===== src/rtl/cdg_pkg.sv =====
// Package: shared widths, control-register bit positions and the
// configuration record used across the complementary drive generator.
// Assumes two outputs, indexed 0 for drive A and 1 for drive B.
package cdg_pkg;
    localparam int unsigned DB_W   = 6;
    localparam int unsigned SEL_W  = 2;
    localparam int unsigned ADDR_W = 2;
    localparam int unsigned DATA_W = 8;
    localparam int unsigned NSRC   = 1 << SEL_W;

    // register addresses
    localparam logic [ADDR_W-1:0] ADR_CTRL = 2'd0;
    localparam logic [ADDR_W-1:0] ADR_RISE = 2'd1;
    localparam logic [ADDR_W-1:0] ADR_FALL = 2'd2;

    // control register bit positions
    localparam int unsigned B_EN    = 0;
    localparam int unsigned B_OEA   = 1;
    localparam int unsigned B_OEB   = 2;
    localparam int unsigned B_POLA  = 3;
    localparam int unsigned B_POLB  = 4;
    localparam int unsigned B_SEL_L = 5;

    typedef struct packed {
        logic             mod_en;
        logic [1:0]       oe;
        logic [1:0]       pol;
        logic [SEL_W-1:0] sel;
        logic [DB_W-1:0]  db_rise;
        logic [DB_W-1:0]  db_fall;
    } cfg_t;
endpackage


===== src/rtl/cdg_cfg_regs.sv =====
// Configuration registers: control, rising count and falling count.
// Writes take effect at the clock edge where cfg_we is sampled high.
// Assumes write-only access; unused data bits are ignored.
module cdg_cfg_regs
    import cdg_pkg::*;
(
    input  logic              clk,
    input  logic              rst_n,
    input  logic              we,
    input  logic [ADDR_W-1:0] addr,
    input  logic [DATA_W-1:0] wdata,
    output cfg_t              cfg
);
    logic unused_wbits;
    assign unused_wbits = &{1'b0, wdata[DATA_W-1:B_SEL_L+SEL_W]};

    // Register update on write strobe, cleared by reset.
    always_ff @(posedge clk) begin
        if (!rst_n) begin
            cfg <= '0;
        end else if (we) begin
            case (addr)
                ADR_CTRL: begin
                    cfg.mod_en <= wdata[B_EN];
                    cfg.oe     <= {wdata[B_OEB], wdata[B_OEA]};
                    cfg.pol    <= {wdata[B_POLB], wdata[B_POLA]};
                    cfg.sel    <= wdata[B_SEL_L +: SEL_W];
                end
                ADR_RISE: cfg.db_rise <= wdata[DB_W-1:0];
                ADR_FALL: cfg.db_fall <= wdata[DB_W-1:0];
                default: ;
            endcase
        end
    end
endmodule


===== src/rtl/cdg_sync_edge.sv =====
// Source selection, synchroniser and edge detector.
// Assumes src lines are asynchronous to clk; STAGES must be at least 2.
// rise/fall are one-cycle pulses; level is the last processed input level.
module cdg_sync_edge #(
    parameter int unsigned NSRC   = 4,
    parameter int unsigned SEL_W  = 2,
    parameter int unsigned STAGES = 2
) (
    input  logic             clk,
    input  logic             rst_n,
    input  logic [NSRC-1:0]  src,
    input  logic [SEL_W-1:0] sel,
    output logic             rise,
    output logic             fall,
    output logic             level
);
    logic              sel_in;
    logic [STAGES-1:0] sync_q;
    logic              prev_q;
    logic              now_lvl;

    // Pick the configured source line.
    always_comb sel_in = src[sel];

    // Shift the selected line through the synchroniser and keep one older sample.
    always_ff @(posedge clk) begin
        if (!rst_n) begin
            sync_q <= '0;
            prev_q <= 1'b0;
        end else begin
            sync_q <= {sync_q[STAGES-2:0], sel_in};
            prev_q <= sync_q[STAGES-1];
        end
    end

    // Compare newest synchronised sample against the previous one.
    always_comb begin
        now_lvl = sync_q[STAGES-1];
        rise    = now_lvl & ~prev_q;
        fall    = ~now_lvl & prev_q;
        level   = prev_q;
    end
endmodule


===== src/rtl/cdg_dly_timer.sv =====
// Delayed turn-on for one drive. 'kill' turns the drive off at once and
// cancels timing; 'start' begins counting clock periods up to 'limit',
// after which the drive turns on. A zero limit turns it on at the start edge.
// Assumes kill and start are never high together.
module cdg_dly_timer #(
    parameter int unsigned CNT_W = 6
) (
    input  logic             clk,
    input  logic             rst_n,
    input  logic             en,
    input  logic             start,
    input  logic             kill,
    input  logic [CNT_W-1:0] limit,
    output logic             act
);
    logic [CNT_W-1:0] cnt_q;
    logic             busy_q;
    logic [CNT_W:0]   cnt_nxt;

    // Next elapsed-period value, one bit wider to avoid wrap.
    always_comb cnt_nxt = {1'b0, cnt_q} + 1'b1;

    // Drive state and dead-band counter.
    always_ff @(posedge clk) begin
        if (!rst_n || !en) begin
            act    <= 1'b0;
            busy_q <= 1'b0;
            cnt_q  <= '0;
        end else if (kill) begin
            act    <= 1'b0;
            busy_q <= 1'b0;
            cnt_q  <= '0;
        end else if (start) begin
            act    <= (limit == '0);
            busy_q <= (limit != '0);
            cnt_q  <= '0;
        end else if (busy_q) begin
            if (cnt_nxt >= {1'b0, limit}) begin
                act    <= 1'b1;
                busy_q <= 1'b0;
            end else begin
                cnt_q <= cnt_nxt[CNT_W-1:0];
            end
        end
    end
endmodule


===== src/rtl/cdg_out_stage.sv =====
// Output qualification and polarity for both drives.
// Assumes index 0 is drive A and index 1 is drive B.
module cdg_out_stage #(
    parameter int unsigned NOUT = 2
) (
    input  logic            mod_en,
    input  logic [NOUT-1:0] oe,
    input  logic [NOUT-1:0] pol,
    input  logic [NOUT-1:0] act,
    output logic [NOUT-1:0] drv,
    output logic [NOUT-1:0] drv_en
);
    for (genvar i = 0; i < NOUT; i++) begin : g_out
        // Qualify with enables and map active state to the selected level.
        always_comb begin
            drv_en[i] = mod_en & oe[i];
            drv[i]    = drv_en[i] ? (pol[i] ? act[i] : ~act[i]) : 1'b0;
        end
    end
endmodule


===== src/rtl/comp_drive_gen.sv =====
// Complementary drive generator with separate rising and falling dead bands.
// Assumes a single block clock, synchronous active-low reset and
// asynchronous source lines. Output drives are combinational from state.
module comp_drive_gen
    import cdg_pkg::*;
#(
    parameter int unsigned STAGES = 2
) (
    input  logic              clk,
    input  logic              rst_n,
    input  logic [NSRC-1:0]   src_in,
    input  logic              cfg_we,
    input  logic [ADDR_W-1:0] cfg_addr,
    input  logic [DATA_W-1:0] cfg_wdata,
    output logic              drv_a,
    output logic              drv_b,
    output logic              drv_a_en,
    output logic              drv_b_en
);
    localparam int unsigned NOUT = 2;

    cfg_t            cfg_q;
    logic            mod_en;
    logic            rise_p, fall_p, lvl;
    logic [DB_W-1:0] rise_lim, fall_lim;
    logic [NOUT-1:0] act;
    logic [NOUT-1:0] start_v, kill_v;
    logic [DB_W-1:0] lim_v [NOUT];
    logic [NOUT-1:0] drv_v, drv_en_v;

    cdg_cfg_regs u_regs (
        .clk   (clk),
        .rst_n (rst_n),
        .we    (cfg_we),
        .addr  (cfg_addr),
        .wdata (cfg_wdata),
        .cfg   (cfg_q)
    );

    cdg_sync_edge #(.NSRC(NSRC), .SEL_W(SEL_W), .STAGES(STAGES)) u_sync (
        .clk   (clk),
        .rst_n (rst_n),
        .src   (src_in),
        .sel   (cfg_q.sel),
        .rise  (rise_p),
        .fall  (fall_p),
        .level (lvl)
    );

    // Route edge pulses and counts: A turns on after a rise, B after a fall.
    always_comb begin
        mod_en     = cfg_q.mod_en;
        rise_lim   = cfg_q.db_rise;
        fall_lim   = cfg_q.db_fall;
        start_v    = {fall_p, rise_p};
        kill_v     = {rise_p, fall_p};
        lim_v[0]   = rise_lim;
        lim_v[1]   = fall_lim;
    end

    for (genvar i = 0; i < NOUT; i++) begin : g_tmr
        cdg_dly_timer #(.CNT_W(DB_W)) u_tmr (
            .clk   (clk),
            .rst_n (rst_n),
            .en    (mod_en),
            .start (start_v[i]),
            .kill  (kill_v[i]),
            .limit (lim_v[i]),
            .act   (act[i])
        );
    end

    cdg_out_stage #(.NOUT(NOUT)) u_out (
        .mod_en (mod_en),
        .oe     (cfg_q.oe),
        .pol    (cfg_q.pol),
        .act    (act),
        .drv    (drv_v),
        .drv_en (drv_en_v)
    );

    // Map vector outputs onto named ports.
    always_comb begin
        drv_a    = drv_v[0];
        drv_b    = drv_v[1];
        drv_a_en = drv_en_v[0];
        drv_b_en = drv_en_v[1];
    end
endmodule


===== config.mk =====
export PLATFORM = sky130hd
export DESIGN_NAME = comp_drive_gen
export DESIGN_NICKNAME = d
export VERILOG_FILES = /design/src/rtl/cdg_pkg.sv /design/src/rtl/cdg_cfg_regs.sv /design/src/rtl/cdg_sync_edge.sv /design/src/rtl/cdg_dly_timer.sv /design/src/rtl/cdg_out_stage.sv /design/src/rtl/comp_drive_gen.sv
export SDC_FILE = /design/constraint.sdc
export NUM_CORES = 1
export LEC_CHECK = 0
export BUFFER_PORTS_ARGS = -buffer_cell sky130_fd_sc_hd__buf_2
export CORE_MARGIN = 2
export CORE_UTILIZATION = 25
export DETAILED_ROUTE_END_ITERATION = 12
export GPL_TIMING_DRIVEN = 0
export HOLD_SLACK_MARGIN = 0.06
export PLACE_DENSITY = 0.39
export SKIP_CTS_REPAIR_TIMING = 1
export SLEW_MARGIN = 20
export SYNTH_ARGS = -nofsm -noshare
export SYNTH_HDL_FRONTEND = slang
export SYNTH_SLANG_ARGS = --single-unit

===== constraint.sdc =====
create_clock -name clk -period 2.7 [get_ports clk]
set_input_delay 0.135 -clock clk [delete_from_list [all_inputs] [get_ports clk]]
set_output_delay 0.135 -clock clk [all_outputs]
set_load 0.01 [all_outputs]

# Yosys cells after proc, flatten, opt, wreduce, memory -nomap -nowiden

Cells that the tools add are included.

Mux-type cells: 18
Eq/ne operators: 2
Order comparisons: 3
Shifts and indexed selects: 0
Reduce and logical (&&, ||, !) cells: 22
Add/sub/neg operators: 2
Bitwise gates (word level): 10
Multiply operators: 0
Divide/modulo/power cells: 0

Operators by type and width:

| kind                | count |
|---|---|
| $mux 1              | 17 |
| $add 6x1->7 const B | 2 |
| $ge 7x6->1          | 2 |
| $reduce_and 2->1    | 7 |
| $logic_not 6->1     | 2 |
| $reduce_bool 6->1   | 2 |
| $reduce_bool 2->1   | 4 |
| $not 1->1           | 6 |
| $and 1x1->1         | 4 |
| $reduce_or 2->1     | 2 |
| $lt 2x3->1 const B  | 1 |
| $reduce_or 3->1     | 1 |
| $bmux 1 s2          | 1 |
| $eq 2x1->1 const B  | 1 |
| $eq 2x2->1 const B  | 1 |
| $logic_not 1->1     | 2 |
| $logic_not 2->1     | 1 |
| $logic_or 1x1->1    | 1 |

Output and inout port bits: 4
Word-level logic and storage cells: 71
Latch bits: 0
Bits in writable memories: 0
Memories: 0
ROM bits: 0
Register bits: 38
Bits of input ports: 17

# Depth between registers and ports, before layout

Gate-level depths: netlist (run 1).

Word-level depth: 5
Mapped depth: 10
Mapped depth without buffers: 10

# By module

Synthesis (run 1) repeated with hierarchy kept, for this count alone.

Cell total of the unflattened synthesis: 230
Area total of the unflattened synthesis: 2064.5 µm²

Modules (own cells, without submodules):

| module        | seq. area each (µm²) | cells each | instances | area an instance (µm²) |
|---|---|---|---|---|
| cdg_dly_timer | 160.2                | 72         | 2         | 596.8 |
| cdg_cfg_regs  | 380.4                | 71         | 1         | 709.4 |
| cdg_sync_edge | 60.1                 | 9          | 1         | 113.9 |
| cdg_out_stage | 0.0                  | 6          | 1         | 47.5 |

# Least setup slack after synthesis (run 1)

OpenSTA, ideal clock, no wires.

Kind: reg-to-reg
Start point: reg g_tmr[0].u_tmr.cnt_q[0]
End point: reg g_tmr[0].u_tmr.cnt_q[0]
Cell stages (with the launch flop): 11
Setup slack: 405 ps
Arrival: 2167 ps
Library setup time: 128 ps
Clock period less this slack: 2295 ps
Buffers on the path: 0
Data required time: 2572 ps
Cell sequence: dfxtp_1 -> ha_1 -> and3_1 -> xor2_1 -> ha_1 -> a21o_1 -> a21o_1 -> a211oi_4 -> and2_4 -> xnor2_1 -> nor2_1

Cells in the longest elaborated chain, start to end: 4

Ends and longest elaborated chain:

| item                                | line                | text |
|---|---|---|
| from (decl)                         | cdg_dly_timer.sv:16 | `logic [CNT_W-1:0] cnt_q;` |
| from (signal assigned)              | cdg_dly_timer.sv:42 | `cnt_q <= cnt_nxt[CNT_W-1:0];` |
| $add 6x1->7                         | cdg_dly_timer.sv:21 | `always_comb cnt_nxt = {1'b0, cnt_q} + 1'b1;` |
| named net g_tmr[0].u_tmr.cnt_nxt[4] | cdg_dly_timer.sv:18 | `logic [CNT_W:0] cnt_nxt;` |
| $ge 7x6->1                          | cdg_dly_timer.sv:38 | `if (cnt_nxt >= {1'b0, limit}) begin` |
| $not 1->1 (no source line)          | -                   |  |
| $reduce_and 2->1 (no source line)   | -                   |  |

The timed path passes the listed nets, and every way through them passes these cells.
A chain may end at the register's enable or synchronous reset.

# Worst setup path in the final report (run 1)

Ends and elaborated chain as after synthesis.

==> flow_metrics.tcl, run 1 <==
set metrics [dict create \
    status "finished, final reports clean" \
    rows 33 \
    routed_wirelength_mm 4.30 \
    critPathRequiredTime_ns 2.87 \
    synthMuxAreaShare_pct 10.9 \
    syn_avg_cell_area_um2 9.48 \
    cp_top_family "compound AO/OA/AOI/OAI gates" \
    cp_max_fo 6 \
    yosysWarnings 0 \
    final_util_pct 29.3 \
    power_mw 1.08 \
    worstHoldPathType "in -> reg" \
    antenna_cells 0 \
    layout-drive-gt1-share_pct 15.6 \
    crit_buf_inv 0 \
    slew-limit-headroom_pct 69.5 \
    synth_compound_area_share_pct 8.31 \
    grt_overflow_total 0 \
    synth_xor_area_share_pct 8.12 \
    dp_hpwl_mm 3.39 \
    drt_iter0_drc 24 \
    io_buffer_count 19 \
    synth_edf_count 0 \
    grt_pass1_wl_mm 7.53 \
    ys_types 41 \
    synth_async_sr_flop_share_pct 0 \
    h-tree-depth 2 \
    clkTransAtPathRegs_ns 0.08 \
    netlist_top_cells_count "38 x dfxtp_1, 20 x mux2i_1, 20 x nor2b_1" \
    synth_adder_area_share_pct 8.55 \
    yosys_register_bits 38 \
    hold_viol 0 \
    core_area_mm2 0.00809 \
    path_cells "ha_1 > and3_1 > xor2_1 > ha_1 > a21o_1 > a21o_1 > a211oi_4 > and2_4 > xnor2_1 > nor2_1" \
    cp-start-kind "flip-flop" \
    routedWlPerCell_um 12.4 \
    synth_area_leader_cell "dfxtp_1" \
    num-nets-final 273 \
    die-area_mm2 0.00893 \
    synth.most_common_cell "dfxtp_1" \
    setup_viol_count_final 0 \
    die_height_um 94.5 \
    place_ws_ns 0.160 \
    ioPinCount 21 \
    grt_max_degree 13 \
    tns_ns 0 \
    powerDensity_mw_per_mm2 457 \
    fillers 926 \
    critPathMaxStageDelay_ns 0.41 \
    syn-num-nets 247 \
    cts_root_buf "clkbuf_8" \
    cts_tree "done" \
    drc 0 \
    holdWs_ns 0.104 \
    netlist_area_mm2 0.00205 \
    antenna_found_initial 0 \
    area_delta_synth_final_pct 15.7 \
    synth_top_area_share_pct 37.1 \
    synth_simple_gate_area_share_pct 23.6 \
    cts.sinks 38 \
    vias 1507 \
    slew_viol_final 0 \
    synth-main-ff-cell "dfxtp_1" \
    fmax_mhz 402 \
    critPathArrivalTime_ns 2.66 \
    synth_top_family_by_area "simple AND/OR/NAND/NOR gates" \
    cpMaxStageDelayCell "dfxtp_1" \
    period_share_pct 92.2 \
    ir_worst_vdd_v 0.000145 \
    grt_use_total_pct 11.1 \
    firstDrtPassIters 4 \
    cts_max_path_buffers 2 \
    ys_top_cells_by_area "dfxtp_1 37%, mux2i_1 9.8%, ha_1 8.6%" \
    fin_crit_ns 2.49 \
    synth_cells 216 \
    yosysSeqAreaShare_pct 37.1 \
    ant_nets 0 \
    start_util_pct 25.3 \
    cts_made_buffers 5 \
    chipWidth_um 94.5 \
    grt_pass1_vias 1583 \
    grt_setup_unrepaired "no" \
    fin_skew_ns 0.00991 \
    gp_congestion 0.690 \
    insertion_delay_ns 0.29 \
    endpoint_kind "flip-flop" \
    crit_type "reg -> reg" \
    worst_slack_ns 0.212 \
    viasPerCell 4.33 \
    drv_cap 0 \
    p_leak_nw 0.991 \
    tightest_slew_ns 0.456 \
]
[flip-flops by register name (all words and copies together), names as in the netlist]
register,count
g_tmr.u_tmr.act,2
g_tmr.u_tmr.busy_q,2
g_tmr.u_tmr.cnt_q,12
u_regs.cfg,19
u_sync.level,1
u_sync.sync_q,2
[per-layer routing]
layer,global-route usage (%),vias up,routed length (µm)
met3,3.59,4,100
met4,3.62,0,64
met5,0,-,0
met2,17.6,13,1930
li1,-,798,-
met1,14.3,692,2210
[power breakdown]
group          switching, mW  total [mW]  internal (mW)
sequential           0.00752       0.579          0.572
clock                  0.210       0.416          0.205
combinational         0.0478      0.0888         0.0410
total                  0.266        1.08          0.818
[final timing paths]
| path | start | end | slack (ns) | cells past startpoint |
|---|---|---|---|---|
| worst max-delay path | g_tmr[0].u_tmr.cnt_q[0] | g_tmr[0].u_tmr.cnt_q[0] | 0.21 | 10 |
| worst min-delay path | cfg_wdata[6] | u_regs.cfg[13] | 0.10 | 3 |
| worst max register to register | g_tmr[0].u_tmr.cnt_q[0] | g_tmr[0].u_tmr.cnt_q[0] | 0.21 | 10 |
| worst min register to register | u_sync.sync_q[0] | u_sync.sync_q[1] | 0.45 | 1 |
[cell families (layout without fill, tap and decap cells)]
family | count (synthesis) | after routing
muxes | 21 | 21
buffers and inverters | 18 | 45
xor gates and xnor gates | 19 | 19
adders and majority gates | 14 | 14
AOI/OAI and AO/OA | 24 | 24
and+or+nand+nor | 82 | 82
DFF | 38 | 38
[stage by stage]
stage                     cells  cell area, µm²
final                       348            2370
after global routing        348            2370
after CTS                   348            2370
after detailed placement    340            2270
after global placement      340            2270
after floorplan             216            2050
[worst min-delay path, stage by stage]
cell	delay (ns)
buf_2	0.07
mux2i_1	0.06
nor2b_1	0.10
[cell type report]
class | instances | area, µm² | share of cell area [%]
Buffer | 5 | 21.3 | 0.898
Clock buffer | 6 | 82.6 | 3.48
Clock inverter | 2 | 12.5 | 0.528
Inverter | 13 | 48.8 | 2.06
Multi-Input combinational cell | 160 | 1220 | 51.4
Sequential cell | 38 | 761 | 32.1
Tap cell | 105 | 131 | 5.54
Timing Repair Buffer | 19 | 95.1 | 4.01
[layout by cell type (no fill, tap or decap), types with 2 or more instances in the layout]
cell type	synthesis	final
a21o_1	3	3
a21oi_1	9	9
and2_1	7	7
and3_1	6	6
buf_2	2	21
clkbuf_1	3	3
clkbuf_8	0	6
dfxtp_1	38	38
ha_1	14	14
inv_1	13	13
mux2i_1	20	20
nand2_1	5	5
nand3_1	8	8
nand3b_1	3	3
nand4_1	2	2
nor2_1	16	16
nor2b_1	20	20
nor3_1	3	3
nor3b_1	2	2
nor4_1	2	2
o21ai_1	2	2
xnor2_1	10	10
xor2_1	9	9
(Power assumes the default switching activity.)
==> run 2, diff against run 1 <==
- GPL_TIMING_DRIVEN: 0 -> default
- SKIP_LAST_GASP: default -> 1
==> flow_metrics.tcl, run 2 (synthesis gave the netlist of run 1 again) <==
set metrics [dict create \
    cts_root_buf "clkbuf_8" \
    rows 33 \
    reg2reg_depth 10 \
    chipWidth_um 94.5 \
    grt_use_total_pct 10.8 \
    fillers 922 \
    grt_pass1_wl_mm 7.38 \
    hold_viol 0 \
    num-nets-final 270 \
    layout_common_cells "38 x dfxtp_1, 20 x mux2i_1, 20 x nor2b_1" \
    fin_crit_ns 2.49 \
    period_share_pct 92.2 \
    grt_max_degree 26 \
    core_area_mm2 0.00809 \
    cts_tree "done" \
    ir_worst_vdd_v 0.000194 \
    firstDrtPassIters 4 \
    reg2reg_from "g_tmr[0].u_tmr.cnt_q[0]" \
    layout-drive-gt1-share_pct 15.8 \
    tns_ns 0 \
    routed_wirelength_mm 4.32 \
    io_buffer_count 19 \
    clkTransAtPathRegs_ns 0.09 \
    die-area_mm2 0.00893 \
    fin_skew_ns 0.0111 \
    cp_max_fo 6 \
    area_delta_synth_final_pct 16.3 \
    top_regs "u_regs.cfg x19, g_tmr.u_tmr.cnt_q x12" \
    cts_made_buffers 5 \
    antenna_cells 0 \
    vias 1508 \
    whs_path_depth 3 \
    grt_setup_unrepaired "no" \
    cts.sinks 38 \
    antenna_found_initial 0 \
    endpoint_kind "flip-flop" \
    die_height_um 94.5 \
    fmax_mhz 402 \
    hp-start "cfg_wdata[6]" \
    powerDensity_mw_per_mm2 488 \
    h-tree-depth 2 \
    r2r_slack_ns 0.21 \
    drt_iter0_drc 38 \
    final_util_pct 29.4 \
    insertion_delay_ns 0.29 \
    largest_register_ffs 19 \
    grt_overflow_total 0 \
    dp_hpwl_mm 3.29 \
    slew_viol_final 0 \
    cts_max_path_buffers 2 \
    start_util_pct 25.3 \
    worstHoldPathType "in -> reg" \
    viasPerCell 4.37 \
    rr_endpoint "g_tmr[0].u_tmr.cnt_q[0]" \
    final_common_cell "dfxtp_1" \
    p_leak_nw 0.991 \
    drv_cap 0 \
    ioPinCount 21 \
    critPathRequiredTime_ns 2.86 \
    drc 0 \
    crit_type "reg -> reg" \
    routedWlPerCell_um 12.5 \
    tightest_slew_ns 0.484 \
    top_register "u_regs.cfg" \
    setup_viol_count_final 0 \
    critPathArrivalTime_ns 2.65 \
    ant_nets 0 \
    status "finished, final reports clean" \
    cp-start-kind "flip-flop" \
    gp_congestion 0.712 \
    grt_pass1_vias 1547 \
    slew-limit-headroom_pct 67.6 \
    hold_path_end "u_regs.cfg[13]" \
]
[run 2: cell type report]
class	instances	area (µm²)	share of cell area [%]
clock inverter	3	45.0	1.89
timing repair buffer	21	110	4.62
clock buffer	5	68.8	2.89
inverter	13	48.8	2.05
multi-input combinational	160	1220	51.1
tap	105	131	5.51
sequential	38	761	31.9
[run 2: how the worst max path moves through the flow]
stage,from,to,slack (ns),cells after the start
2_1_floorplan,g_tmr[0].u_tmr.cnt_q[0],g_tmr[0].u_tmr.cnt_q[0],0.41,10
3_3_place_gp,g_tmr[0].u_tmr.cnt_q[0],g_tmr[0].u_tmr.cnt_q[0],0.21,10
3_5_place_dp,g_tmr[0].u_tmr.cnt_q[0],g_tmr[0].u_tmr.cnt_q[0],0.17,10
4_1_cts,g_tmr[0].u_tmr.cnt_q[0],g_tmr[0].u_tmr.cnt_q[0],0.15,10
5_1_grt,g_tmr[0].u_tmr.cnt_q[0],g_tmr[0].u_tmr.cnt_q[0],0.006,10
6_report,g_tmr[0].u_tmr.cnt_q[0],g_tmr[0].u_tmr.cnt_q[0],0.21,10
[run 2: worst max-delay path: stages, from the launching register on]
cell and delay, ns:
dfxtp_1 0.41, ha_1 0.23, and3_1 0.27, xor2_1 0.18
ha_1 0.25, a21o_1 0.16, a21o_1 0.21, a211oi_4 0.27
and2_4 0.23, xnor2_1 0.11, nor2_1 0.05
[run 2: power by group]
| group | internal [mW] | leakage [nW] | total [mW] | switching [mW] |
|---|---|---|---|---|
| Clock | 0.275 | 0.0504 | 0.495 | 0.220 |
| Combinational | 0.0402 | 0.632 | 0.0867 | 0.0465 |
| Sequential | 0.572 | 0.308 | 0.581 | 0.00899 |
[run 2: through the flow]
step                      power, mW  instance area, µm²  hold slack (ns)  setup WS [ns]  cells
after floorplan               0.650                2050            0.263          0.405    216
after global placement        0.681                2260            0.399          0.206    336
after detailed placement      0.682                2260            0.408          0.171    336
after CTS                      1.18                2370           0.0947          0.153    344
after global routing           1.23                2380            0.127        0.00609    345
final                          1.16                2380            0.103          0.210    345
[run 2: layer usage]
metal	vias up	wire length [µm]	track usage [%]
li1	788	-	-
met1	704	2300	14.5
met2	14	1880	17.1
met3	2	90	2.63
met4	0	46	3.62
met5	-	0	0
==> run 3, diff against run 2 <==
--- a/config.mk
+++ b/config.mk
@@ -18,2 +18,3 @@
 export SYNTH_HDL_FRONTEND = slang
+export SYNTH_HIERARCHICAL = 1
 export SYNTH_SLANG_ARGS = --single-unit
--- a/constraint.sdc
+++ b/constraint.sdc
@@ -3,2 +3,2 @@
 set_output_delay 0.135 -clock clk [all_outputs]
-set_load 0.01 [all_outputs]
+set_load 0.005 [all_outputs]
==> flow_metrics.tcl, run 3 <==
set metrics [dict create \
    area_delta_synth_final_pct 16.8 \
    slew-limit-headroom_pct 70.3 \
    fin_skew_ns 0.00620 \
    sw_frac_of_total_pct 23.2 \
    cts_tree "done" \
    core_area_mm2 0.00809 \
    setup_viol_count_final 0 \
    drt_iter0_drc 54 \
    grt_setup_unrepaired "no" \
    grt_overflow_total 0 \
    fillers 923 \
    tightest_slew_ns 0.445 \
    rows 33 \
    fin_crit_ns 2.48 \
    antenna_cells 0 \
    ant_nets 0 \
    top_regs "u_regs/cfg x19, g_tmr.u_tmr/cnt_q x12" \
    drv_cap 0 \
    yosysSeqAreaShare_pct 36.8 \
    cts_made_buffers 5 \
    place_ws_ns 0.221 \
    num-nets-final 289 \
    cp-start-kind "flip-flop" \
    critPathRequiredTime_ns 2.92 \
    ys_top_cells_by_area "dfxtp_1 37%, mux2i_1 9.2%, ha_1 8.5%" \
    tns_ns 0 \
    fin_area_mm2 0.00241 \
    slew_viol_final 0 \
    grt_use_total_pct 11.5 \
    insertion_delay_ns 0.28 \
    grt_pass1_vias 1655 \
    p_comb_share_pct 7.0 \
    synth.most_common_cell "dfxtp_1" \
    p_leak_nw 1.09 \
    firstDrtPassIters 6 \
    final-instance-count-excl-fill 364 \
    synth_area_leader_cell "dfxtp_1" \
    post-place-cells 356 \
    largest_register_ffs 19 \
    ys_types 36 \
    powerDensity_mw_per_mm2 439 \
    synth_cells 230 \
    drc 0 \
    endpoint_kind "flip-flop" \
    ioPinCount 21 \
    antenna_found_initial 0 \
    dp_hpwl_mm 3.61 \
    cp_max_fo 5 \
    routed_wirelength_mm 4.69 \
    synth-main-ff-cell "dfxtp_1" \
    start_util_pct 25.5 \
    grt_max_degree 28 \
    chipWidth_um 94.9 \
    cts_max_path_buffers 2 \
    placed_area_mm2 0.00232 \
    p_clk_share_pct 38.1 \
    routedWlPerCell_um 12.9 \
    ir_worst_vdd_v 0.000201 \
    syn-num-nets 261 \
    clkTransAtPathRegs_ns 0.08 \
    yosys_register_bits 38 \
    die_height_um 94.9 \
    h-tree-depth 2 \
    syn_avg_cell_area_um2 8.98 \
    p_switching_uw 246 \
    layout_common_cells "37 x dfxtp_1, 28 x nand2_1, 19 x buf_2, 19 x mux2i_1" \
    io_buffer_count 19 \
    synth_async_sr_flop_share_pct 0 \
    power_frac_seq_pct 54.8 \
    worst_slack_ns 0.223 \
    vias 1679 \
    netlist_top_cells_count "38 x dfxtp_1, 28 x nand2_1, 19 x mux2i_1" \
    cts_root_buf "clkbuf_8" \
    critPathArrivalTime_ns 2.69 \
    grt_pass1_wl_mm 8.07 \
    holdWs_ns 0.0964 \
    yosysWarnings 6 \
    hold_viol 0 \
    viasPerCell 4.61 \
    layout-drive-gt1-share_pct 18.1 \
    top_register "u_regs/cfg" \
    cts.sinks 38 \
    die-area_mm2 0.00900 \
    crit_type "reg -> reg" \
    fmax_mhz 404 \
    gp_congestion 0.740 \
    status "finished, final reports clean" \
    final_common_cell "dfxtp_1" \
    period_share_pct 91.7 \
    synth_top_area_share_pct 36.8 \
    synth_edf_count 0 \
    worstHoldPathType "in -> reg" \
    internal_power_uw 812 \
    netlist_area_mm2 0.00206 \
]
-- run 3: cell count changes in the layout (fill, tap and decap cells not counted), moves of 7 or more --
cell and delta:
xor2_1 -7, buf_4 +12, nor2_1 -14, nor2b_1 -18
nand2_1 +23, o21ai_0 +9
-- run 3: metrics by stage --
stage	total power, mW	util (%)
floorplan	0.639	-
global placement	0.668	28.6
detailed placement	0.669	28.6
CTS	1.09	29.7
global route	1.11	29.8
finish	1.06	29.8
-- run 3: final cells by class --
| type | count | area, µm² | share of cell area [%] |
|---|---|---|---|
| clock buffers | 7 | 86.3 | 3.58 |
| clock inverters | 1 | 5.00 | 0.208 |
| inverters | 12 | 45.0 | 1.87 |
| multi-input cells | 168 | 1180 | 49.0 |
| flip-flops and latches | 38 | 762 | 31.6 |
| well taps | 105 | 131 | 5.45 |
| repair buffers | 33 | 200 | 8.30 |
-- run 3: path summary, 6_finish.rpt --
kind                           start                      end  slack [ns]  depth (start not counted)
max          g_tmr[1].u_tmr/cnt_q[1]  g_tmr[1].u_tmr/cnt_q[2]        0.22                         10
min                     cfg_wdata[6]           u_regs/cfg[13]         0.1                          3
max reg2reg  g_tmr[1].u_tmr/cnt_q[1]  g_tmr[1].u_tmr/cnt_q[2]        0.22                         10
min reg2reg         u_sync/sync_q[0]         u_sync/sync_q[1]        0.44                          1
-- run 3: cell families (layout without fill, tap and decap cells) --
| family | Yosys count | in the layout | synth area share [%] |
|---|---|---|---|
| xor+xnor | 10 | 10 | 4.24 |
| compound gates | 46 | 46 | 14.2 |
| simple gates | 78 | 78 | 19.9 |
| buf+inv | 24 | 53 | 6.06 |
| flops | 38 | 38 | 36.8 |
| mux | 20 | 20 | 10.3 |
| fa+ha+maj | 14 | 14 | 8.48 |
-- run 3: metal layers --
layer	vias up	wire length [µm]	GRT usage, %
met1	773	2340	15.4
li1	874	-	-
met5	-	0	0
met4	0	30	3.26
met3	2	147	2.15
met2	30	2170	19.0
-- run 3: worst max-delay path: stages, from the launching register on --
cell and delay [ns]:
dfxtp_1 0.35, ha_2 0.21, nand3_1 0.12, xnor2_1 0.20
ha_1 0.27, a21o_1 0.18, a21oi_1 0.19, o211ai_1 0.22
buf_4 0.21, or3_1 0.33, a21oi_1 0.13
-- run 3: power by group through the flow --
stage | Sequential, mW | Combinational (mW) | Clock, mW
after floorplan | 0.591 | 0.0484 | 0
after global placement | 0.593 | 0.0751 | 0
after detailed placement | 0.593 | 0.0759 | 0
after CTS | 0.580 | 0.0762 | 0.430
after global routing | 0.581 | 0.0839 | 0.445
final | 0.580 | 0.0745 | 0.403
